$ cat src/rtl/rx_ring_pkg.sv
package rx_ring_pkg;

  typedef enum logic [1:0] {
    ST_IDLE = 2'd0,
    ST_RECV = 2'd1,
    ST_DROP = 2'd2
  } ringState_t;

  typedef struct packed {
    logic startPkt;
    logic writeByte;
    logic advance;
    logic commit;
    logic abort;
  } ringStrobe_t;

endpackage

$ cat src/rtl/rx_ring_ctrl.sv
module rx_ring_ctrl
  import rx_ring_pkg::*;
(
  input  logic        clk,
  input  logic        rstN,
  input  logic        rxValid,
  input  logic        rxSop,
  input  logic        rxEop,
  input  logic        ovwClear,
  input  logic        offFull,
  input  logic        curNextHits,
  input  logic        wrNextHits,
  output ringStrobe_t strb,
  output logic        ovwFlag,
  output logic        pktDone,
  output logic        pktAbort
);

  ringState_t state, nextState;
  logic takeByte;
  logic lastInPage;
  logic hitsBnd;
  logic needAdv;

  always_comb begin
    takeByte   = 1'b0;
    lastInPage = 1'b0;
    hitsBnd    = 1'b0;
    strb       = '0;
    nextState  = state;
    case (state)
      ST_IDLE: begin
        if (rxValid && rxSop) begin
          if (ovwFlag) begin
            if (!rxEop) nextState = ST_DROP;
          end else begin
            takeByte      = 1'b1;
            strb.startPkt = 1'b1;
            hitsBnd       = curNextHits;
          end
        end
      end
      ST_RECV: begin
        if (rxValid) begin
          takeByte   = 1'b1;
          lastInPage = offFull;
          hitsBnd    = wrNextHits;
        end
      end
      ST_DROP: begin
        if (rxValid && rxEop) nextState = ST_IDLE;
      end
      default: nextState = ST_IDLE;
    endcase
    needAdv = takeByte && (rxEop || lastInPage);
    if (takeByte) begin
      strb.writeByte = 1'b1;
      if (needAdv && hitsBnd) begin
        strb.abort = 1'b1;
        nextState  = rxEop ? ST_IDLE : ST_DROP;
      end else if (rxEop) begin
        strb.advance = 1'b1;
        strb.commit  = 1'b1;
        nextState    = ST_IDLE;
      end else begin
        strb.advance = needAdv;
        nextState    = ST_RECV;
      end
    end
  end

  always_ff @(posedge clk) begin
    if (!rstN) begin
      state    <= ST_IDLE;
      ovwFlag  <= 1'b0;
      pktDone  <= 1'b0;
      pktAbort <= 1'b0;
    end else begin
      state    <= nextState;
      pktDone  <= strb.commit;
      pktAbort <= strb.abort;
      if (strb.abort) ovwFlag <= 1'b1;
      else if (ovwClear) ovwFlag <= 1'b0;
    end
  end

  // an abort always leaves the warning raised
  a_r6_ovw_on_abort: assert property (@(posedge clk) disable iff (!rstN)
    strb.abort |=> ovwFlag);

  // the warning holds until cleared
  a_r6_ovw_sticky: assert property (@(posedge clk) disable iff (!rstN)
    (ovwFlag && !ovwClear) |=> ovwFlag);

  // with the warning set, an idle start of packet never produces a write
  a_r7_lockout: assert property (@(posedge clk) disable iff (!rstN)
    (state == ST_IDLE && ovwFlag && rxValid && rxSop) |-> !strb.writeByte);

endmodule

$ cat src/rtl/rx_ring_datapath.sv
module rx_ring_datapath
  import rx_ring_pkg::*;
#(
  parameter int PAGE_W = 8,
  parameter int OFFS_W = 8,
  parameter int DATA_W = 8
) (
  input  logic                       clk,
  input  logic                       rstN,
  input  logic [PAGE_W-1:0]          ringStart,
  input  logic [PAGE_W-1:0]          ringStop,
  input  logic [PAGE_W-1:0]          boundary,
  input  logic [DATA_W-1:0]          rxData,
  input  ringStrobe_t                strb,
  output logic                       offFull,
  output logic                       curNextHits,
  output logic                       wrNextHits,
  output logic                       memWe,
  output logic [PAGE_W+OFFS_W-1:0]   memAddr,
  output logic [DATA_W-1:0]          memData,
  output logic [PAGE_W-1:0]          curPage
);

  localparam int ADDR_W = PAGE_W + OFFS_W;
  localparam logic [OFFS_W-1:0] OFFS_MAX = {OFFS_W{1'b1}};

  logic [PAGE_W-1:0] wrPage;
  logic [OFFS_W-1:0] offset;
  logic [PAGE_W-1:0] curNext, wrNext;
  logic [PAGE_W-1:0] effPage, effNext;
  logic [OFFS_W-1:0] effOff;

  function automatic logic [PAGE_W-1:0] stepPage(
    input logic [PAGE_W-1:0] pg,
    input logic [PAGE_W-1:0] stopPg,
    input logic [PAGE_W-1:0] startPg
  );
    logic [PAGE_W-1:0] inc;
    inc = pg + 1'b1;
    return (inc == stopPg) ? startPg : inc;
  endfunction

  always_comb begin
    curNext     = stepPage(curPage, ringStop, ringStart);
    wrNext      = stepPage(wrPage, ringStop, ringStart);
    curNextHits = (curNext == boundary);
    wrNextHits  = (wrNext == boundary);
    offFull     = (offset == OFFS_MAX);
    effPage     = strb.startPkt ? curPage : wrPage;
    effNext     = strb.startPkt ? curNext : wrNext;
    effOff      = strb.startPkt ? '0 : offset;
  end

  always_ff @(posedge clk) begin
    if (!rstN) begin
      curPage <= ringStart;
      wrPage  <= ringStart;
      offset  <= '0;
      memWe   <= 1'b0;
      memAddr <= '0;
      memData <= '0;
    end else begin
      memWe <= strb.writeByte;
      if (strb.writeByte) begin
        memAddr <= {effPage, effOff};
        memData <= rxData;
        offset  <= effOff + 1'b1;
      end
      if (strb.startPkt) wrPage <= strb.advance ? effNext : curPage;
      else if (strb.advance) wrPage <= effNext;
      if (strb.commit) curPage <= effNext;
    end
  end

  // writes stay inside the ring, never on the stop page
  a_r3_write_in_ring: assert property (@(posedge clk) disable iff (!rstN)
    memWe |-> (memAddr[ADDR_W-1:OFFS_W] >= ringStart &&
               memAddr[ADDR_W-1:OFFS_W] <  ringStop));

  // an abort rolls back, the committed page does not move
  a_r5_rollback: assert property (@(posedge clk) disable iff (!rstN)
    strb.abort |=> $stable(curPage));

  // a commit never lands the current page on the boundary
  a_r9_commit_clear: assert property (@(posedge clk) disable iff (!rstN)
    strb.commit |=> (curPage != $past(boundary)));

endmodule

$ cat src/rtl/rx_ring_alloc.sv
module rx_ring_alloc
  import rx_ring_pkg::*;
#(
  parameter int PAGE_W = 8,
  parameter int OFFS_W = 8,
  parameter int DATA_W = 8
) (
  input  logic                     clk,
  input  logic                     rstN,
  input  logic [PAGE_W-1:0]        ringStart,
  input  logic [PAGE_W-1:0]        ringStop,
  input  logic [PAGE_W-1:0]        boundary,
  input  logic                     rxValid,
  input  logic                     rxSop,
  input  logic                     rxEop,
  input  logic [DATA_W-1:0]        rxData,
  input  logic                     ovwClear,
  output logic                     memWe,
  output logic [PAGE_W+OFFS_W-1:0] memAddr,
  output logic [DATA_W-1:0]        memData,
  output logic [PAGE_W-1:0]        curPage,
  output logic                     ovwFlag,
  output logic                     pktDone,
  output logic                     pktAbort
);

  ringStrobe_t strb;
  logic offFull, curNextHits, wrNextHits;

  rx_ring_ctrl ctrl_i (
    .clk(clk), .rstN(rstN),
    .rxValid(rxValid), .rxSop(rxSop), .rxEop(rxEop),
    .ovwClear(ovwClear),
    .offFull(offFull), .curNextHits(curNextHits), .wrNextHits(wrNextHits),
    .strb(strb),
    .ovwFlag(ovwFlag), .pktDone(pktDone), .pktAbort(pktAbort)
  );

  rx_ring_datapath #(.PAGE_W(PAGE_W), .OFFS_W(OFFS_W), .DATA_W(DATA_W)) dp_i (
    .clk(clk), .rstN(rstN),
    .ringStart(ringStart), .ringStop(ringStop), .boundary(boundary),
    .rxData(rxData), .strb(strb),
    .offFull(offFull), .curNextHits(curNextHits), .wrNextHits(wrNextHits),
    .memWe(memWe), .memAddr(memAddr), .memData(memData), .curPage(curPage)
  );

endmodule

$ cat config.mk
export PLATFORM = sky130hd
export DESIGN_NAME = rx_ring_alloc
export DESIGN_NICKNAME = d
export VERILOG_FILES = /design/src/rtl/rx_ring_pkg.sv /design/src/rtl/rx_ring_ctrl.sv /design/src/rtl/rx_ring_datapath.sv /design/src/rtl/rx_ring_alloc.sv
export SDC_FILE = /design/constraint.sdc
export NUM_CORES = 1
export LEC_CHECK = 0
export BUFFER_PORTS_ARGS = -buffer_cell sky130_fd_sc_hd__buf_4
export CAP_MARGIN = 20
export CORE_UTILIZATION = 41
export CTS_CLUSTER_SIZE = 20
export DETAILED_ROUTE_END_ITERATION = 16
export PLACE_DENSITY = 0.72
export SLEW_MARGIN = 30
export SYNTH_ARGS = -nofsm -noshare
export SYNTH_HDL_FRONTEND = slang
export SYNTH_SLANG_ARGS = --single-unit
$ cat constraint.sdc
create_clock -name clk -period 6.2 [get_ports clk]
set_input_delay 0.93 -clock clk [delete_from_list [all_inputs] [get_ports clk]]
set_output_delay 0.93 -clock clk [all_outputs]
set_load 0.01 [all_outputs]
==> metrics.txt <==
# TYPE chip_impl_metric gauge
chip_impl_info{name="synth-main-ff-cell",value="sky130_fd_sc_hd__dfxtp_1"} 1
chip_impl_metric{name="postCtsSetupBuffers",unit=""} 0
chip_impl_metric{name="crit_path_required_time",unit="ns"} 6.35
chip_impl_metric{name="vias_per_cell",unit=""} 5.85
chip_impl_metric{name="design.die.area",unit="um2"} 9130
chip_impl_metric{name="die_height",unit="um"} 95.6
chip_impl_metric{name="powerDensity",unit="nW/um2"} 218
chip_impl_metric{name="initial_utilization",unit=""} 0.430
chip_impl_metric{name="tightestPinTransition",unit="ns"} 0.751
chip_impl_metric{name="grt_pass1_wl",unit="um"} 16500
chip_impl_metric{name="cts.path.max_buffers",unit=""} 2
chip_impl_metric{name="drt-total-wl",unit="um"} 10400
chip_impl_metric{name="grt_antenna_before_repair",unit=""} 0
chip_impl_info{name="cpMaxStageDelayCell",value="sky130_fd_sc_hd__edfxtp_1"} 1
chip_impl_metric{name="clkSlewWorstSetupHoldPaths",unit="ns"} 0.10
chip_impl_metric{name="htree_levels",unit=""} 2
chip_impl_metric{name="die_wd",unit="um"} 95.6
chip_impl_metric{name="synth.avg_cell_area",unit="um2"} 8.48
chip_impl_info{name="synth_top_area_cell",value="sky130_fd_sc_hd__dfxtp_1"} 1
chip_impl_metric{name="timing.critical_path.fanout_max",unit=""} 16
chip_impl_metric{name="fraction_of_final_layout_cells_sized_beyond_drive_strength_1",unit=""} 0.209
chip_impl_metric{name="hold-path-cell-count",unit=""} 2
chip_impl_metric{name="grt_util_all_layers",unit=""} 0.237
chip_impl_metric{name="worst_skew_pair.late_latency",unit="ns"} 0.31
chip_impl_metric{name="routability_congestion_estimate",unit=""} 0.906
chip_impl_metric{name="post-route-drc-count",unit=""} 0
chip_impl_info{name="post_synth_most_frequent_cells",value="sky130_fd_sc_hd__nand2_1 (72), sky130_fd_sc_hd__dfxtp_1 (38), sky130_fd_sc_hd__nor2_1 (37), sky130_fd_sc_hd__a21oi_1 (36), sky130_fd_sc_hd__xor2_1 (24)"} 1
chip_impl_metric{name="final.setup.tns",unit="ns"} 0
chip_impl_metric{name="max_slew_margin",unit=""} 0.498
chip_impl_metric{name="setup_viol",unit=""} 0
chip_impl_metric{name="number_of_gates_resized_after_cts",unit=""} 0
chip_impl_metric{name="grt_overflow_total",unit=""} 0
chip_impl_metric{name="r2r_cells",unit=""} 11
chip_impl_info{name="cts_root_buffer",value="sky130_fd_sc_hd__clkbuf_8"} 1
chip_impl_metric{name="critical_path_arrival",unit="ns"} 4.61
chip_impl_metric{name="number_of_enable_type_register_cells_in_the_synthesized_netlist",unit=""} 16
chip_impl_metric{name="post_synth_inst_count",unit=""} 423
chip_impl_metric{name="yosys_register_bits",unit=""} 54
chip_impl_info{name="cts_tree",value="built"} 1
chip_impl_metric{name="finalNonFillerCells",unit=""} 589
chip_impl_metric{name="synth.yosys.seq_area_share",unit=""} 0.346
chip_impl_info{name="timing.critical_path.cells",value="nand3_1 > nor4_1 > xnor2_1 > nand4_2 > mux2i_1 > xor2_1 > nand4b_1 > o32a_2 > nand2_4 > mux2_2 > o221ai_2"} 1
chip_impl_metric{name="design.final.nets",unit=""} 524
chip_impl_metric{name="timing.clock.skew",unit="ns"} 0.00911
chip_impl_metric{name="ioPinCount",unit=""} 74
chip_impl_info{name="synth_most_common_cell",value="sky130_fd_sc_hd__nand2_1"} 1
chip_impl_metric{name="max_stage_delay",unit="ns"} 0.65
chip_impl_metric{name="first_global_vias",unit=""} 3274
chip_impl_metric{name="post_synth_instance_area",unit="um2"} 3590
chip_impl_metric{name="via_count",unit=""} 3444
chip_impl_metric{name="yosysUniqueCellTypes",unit=""} 63
chip_impl_metric{name="antenna_cells",unit=""} 0
chip_impl_metric{name="hold_viol",unit=""} 0
chip_impl_metric{name="vdd.ir_drop.worst",unit="uV"} 167
chip_impl_metric{name="ys_async_sr_fraction",unit=""} 0
chip_impl_metric{name="postLayoutCoreUtil",unit=""} 0.514
chip_impl_metric{name="post_drt_wl_per_cell",unit="um"} 17.6
chip_impl_metric{name="detailedPlacementHpwl",unit="um"} 7950
chip_impl_metric{name="finalCritPeriodShare",unit=""} 0.720
chip_impl_metric{name="synthesis.yosys.warnings",unit=""} 0
chip_impl_info{name="critical_path.endpoint_type",value="flip-flop"} 1
chip_impl_metric{name="area_growth_syn_to_layout",unit="%"} 19.4
chip_impl_metric{name="tritoncts.num_buffers",unit=""} 5
chip_impl_metric{name="clock-sinks",unit=""} 54
chip_impl_metric{name="max_freq",unit="MHz"} 224
chip_impl_metric{name="placement_rows",unit=""} 33
chip_impl_metric{name="postRouteAntennaNets",unit=""} 0
chip_impl_metric{name="final.fill_count",unit=""} 818
chip_impl_info{name="rsz0062_at_grt",value="no"} 1
chip_impl_metric{name="grt_start_max_net_pins",unit=""} 34
chip_impl_metric{name="slew_viol_final",unit=""} 0
chip_impl_info{name="setup.worst_path.class",value="reg2reg"} 1
chip_impl_metric{name="floorplan.core_area",unit="um2"} 8340
chip_impl_metric{name="buffer_ports.inserted",unit=""} 73
chip_impl_metric{name="synth_top_area_share",unit=""} 0.212
chip_impl_metric{name="p_leak",unit="uW"} 0.00176
chip_impl_metric{name="placed_cells",unit=""} 581
chip_impl_metric{name="max-cap-violations",unit=""} 0
chip_impl_metric{name="cts_hold_buffers",unit=""} 0
chip_impl_metric{name="synthesis.nets",unit=""} 464
chip_impl_info{name="startpoint_type",value="flip-flop"} 1
chip_impl_info{name="synth.top_cells.by_area",value="sky130_fd_sc_hd__dfxtp_1 (21%), sky130_fd_sc_hd__edfxtp_1 (13%), sky130_fd_sc_hd__nand2_1 (7.5%), sky130_fd_sc_hd__xor2_1 (5.9%), sky130_fd_sc_hd__a21oi_1 (5.0%)"} 1
chip_impl_info{name="status",value="finished, final reports clean"} 1
chip_impl_metric{name="period_minus_slack",unit="ns"} 4.46
chip_impl_metric{name="drt_pre_antenna_iters",unit=""} 5
chip_impl_info{name="min_path_type",value="reg2reg"} 1
chip_impl_metric{name="drt_iter0_drc",unit=""} 238
==> layout make-up <==
cell class	count	area (um2)	share of cell area
clock inverters	3	21.3	0.00496
flip-flops and latches	54	1240	0.290
repair buffers	76	571	0.133
multi-input cells	336	2210	0.517
well taps	105	131	0.0307
clock buffers	5	68.8	0.0161
inverters	10	37.5	0.00876
==> layer usage <==
layer / track usage / vias to the layer above / wire [um]
met4: 0.0933 / 0 / 259
met5: 0 / - / 0
met2: 0.388 / 152 / 4910
li1: - / 1643 / -
met3: 0.0455 / 25 / 761
met1: 0.306 / 1624 / 4460
==> through the flow <==
stage	total power [uW]	worst slack [ns]	instance area, um2	hold slack [ns]
2_1_floorplan	627	2.41	3590	0.431
3_3_place_gp	732	1.66	4190	0.438
3_5_place_dp	736	1.63	4190	0.444
4_1_cts	933	1.81	4280	0.458
5_1_grt	984	1.48	4280	0.474
6_report	935	1.74	4280	0.458
==> final timing paths <==
| path | slack [ns] | start | to |
|---|---|---|---|
| max reg2reg | 1.74 | dp_i.curPage[0]$_DFFE_PP_ | dp_i.wrPage[3]$_DFFE_PP_ |
| min | 0.46 | dp_i.memData[1]$_SDFFE_PN0P_ | dp_i.memData[1]$_SDFFE_PN0P_ |
| max | 1.74 | dp_i.curPage[0]$_DFFE_PP_ | dp_i.wrPage[3]$_DFFE_PP_ |
| min reg2reg | 0.46 | dp_i.memData[1]$_SDFFE_PN0P_ | dp_i.memData[1]$_SDFFE_PN0P_ |
==> cell families after synthesis <==
family          share of synthesized area
simple gates                        0.205
fa+ha+maj                          0.0105
mux                                0.0596
flops                               0.346
compound gates                      0.195
xor+xnor                            0.145
buf+inv                            0.0394
==> cells in the final DEF (no fill, tap or decap), types with 3 or more instances in the layout <==
cell                        n
sky130_fd_sc_hd__buf_4     76
sky130_fd_sc_hd__nand2_1   72
sky130_fd_sc_hd__dfxtp_1   38
sky130_fd_sc_hd__nor2_1    37
sky130_fd_sc_hd__a21oi_1   36
sky130_fd_sc_hd__xor2_1    24
sky130_fd_sc_hd__xnor2_1   20
sky130_fd_sc_hd__o21ai_0   18
sky130_fd_sc_hd__edfxtp_1  16
sky130_fd_sc_hd__mux2i_1   14
sky130_fd_sc_hd__and3_1    10
sky130_fd_sc_hd__inv_1      9
sky130_fd_sc_hd__nand3_1    9
sky130_fd_sc_hd__a311oi_1   7
sky130_fd_sc_hd__xnor3_1    6
sky130_fd_sc_hd__nor3_1     5
sky130_fd_sc_hd__nand4_1    5
sky130_fd_sc_hd__o22ai_1    5
sky130_fd_sc_hd__clkbuf_8   5
sky130_fd_sc_hd__and2_1     4
sky130_fd_sc_hd__mux2_2     4
sky130_fd_sc_hd__o221ai_1   3
sky130_fd_sc_hd__a211oi_1   3
sky130_fd_sc_hd__a211o_1    3
sky130_fd_sc_hd__nand2b_1   3
sky130_fd_sc_hd__ha_1       3
==> power by group <==
group          switching, uW  internal (uW)  total [uW]
clock                    120           79.9         200
combinational            171            134         305
sequential              36.6            393         430
==> worst max-delay path, delay by kind of cell, from the launching register on <==
family                    cells  cell delay [ns]
AOI/OAI and AO/OA             2             0.54
DFF                           1             0.65
and+or+nand+nor               5             1.71
muxes                         2             0.85
xor gates and xnor gates      2             0.54
==> flip-flops by register name, indices dropped and copies added, names as in the netlist <==
register and flops:
dp_i.memWe 1, ctrl_i.pktDone 1, dp_i.offset 8, dp_i.memData 8, ctrl_i.state 2, dp_i.memAddr 16
dp_i.curPage 8, ctrl_i.ovwFlag 1, dp_i.wrPage 8, ctrl_i.pktAbort 1
Power figures use the tool's default switching activity.
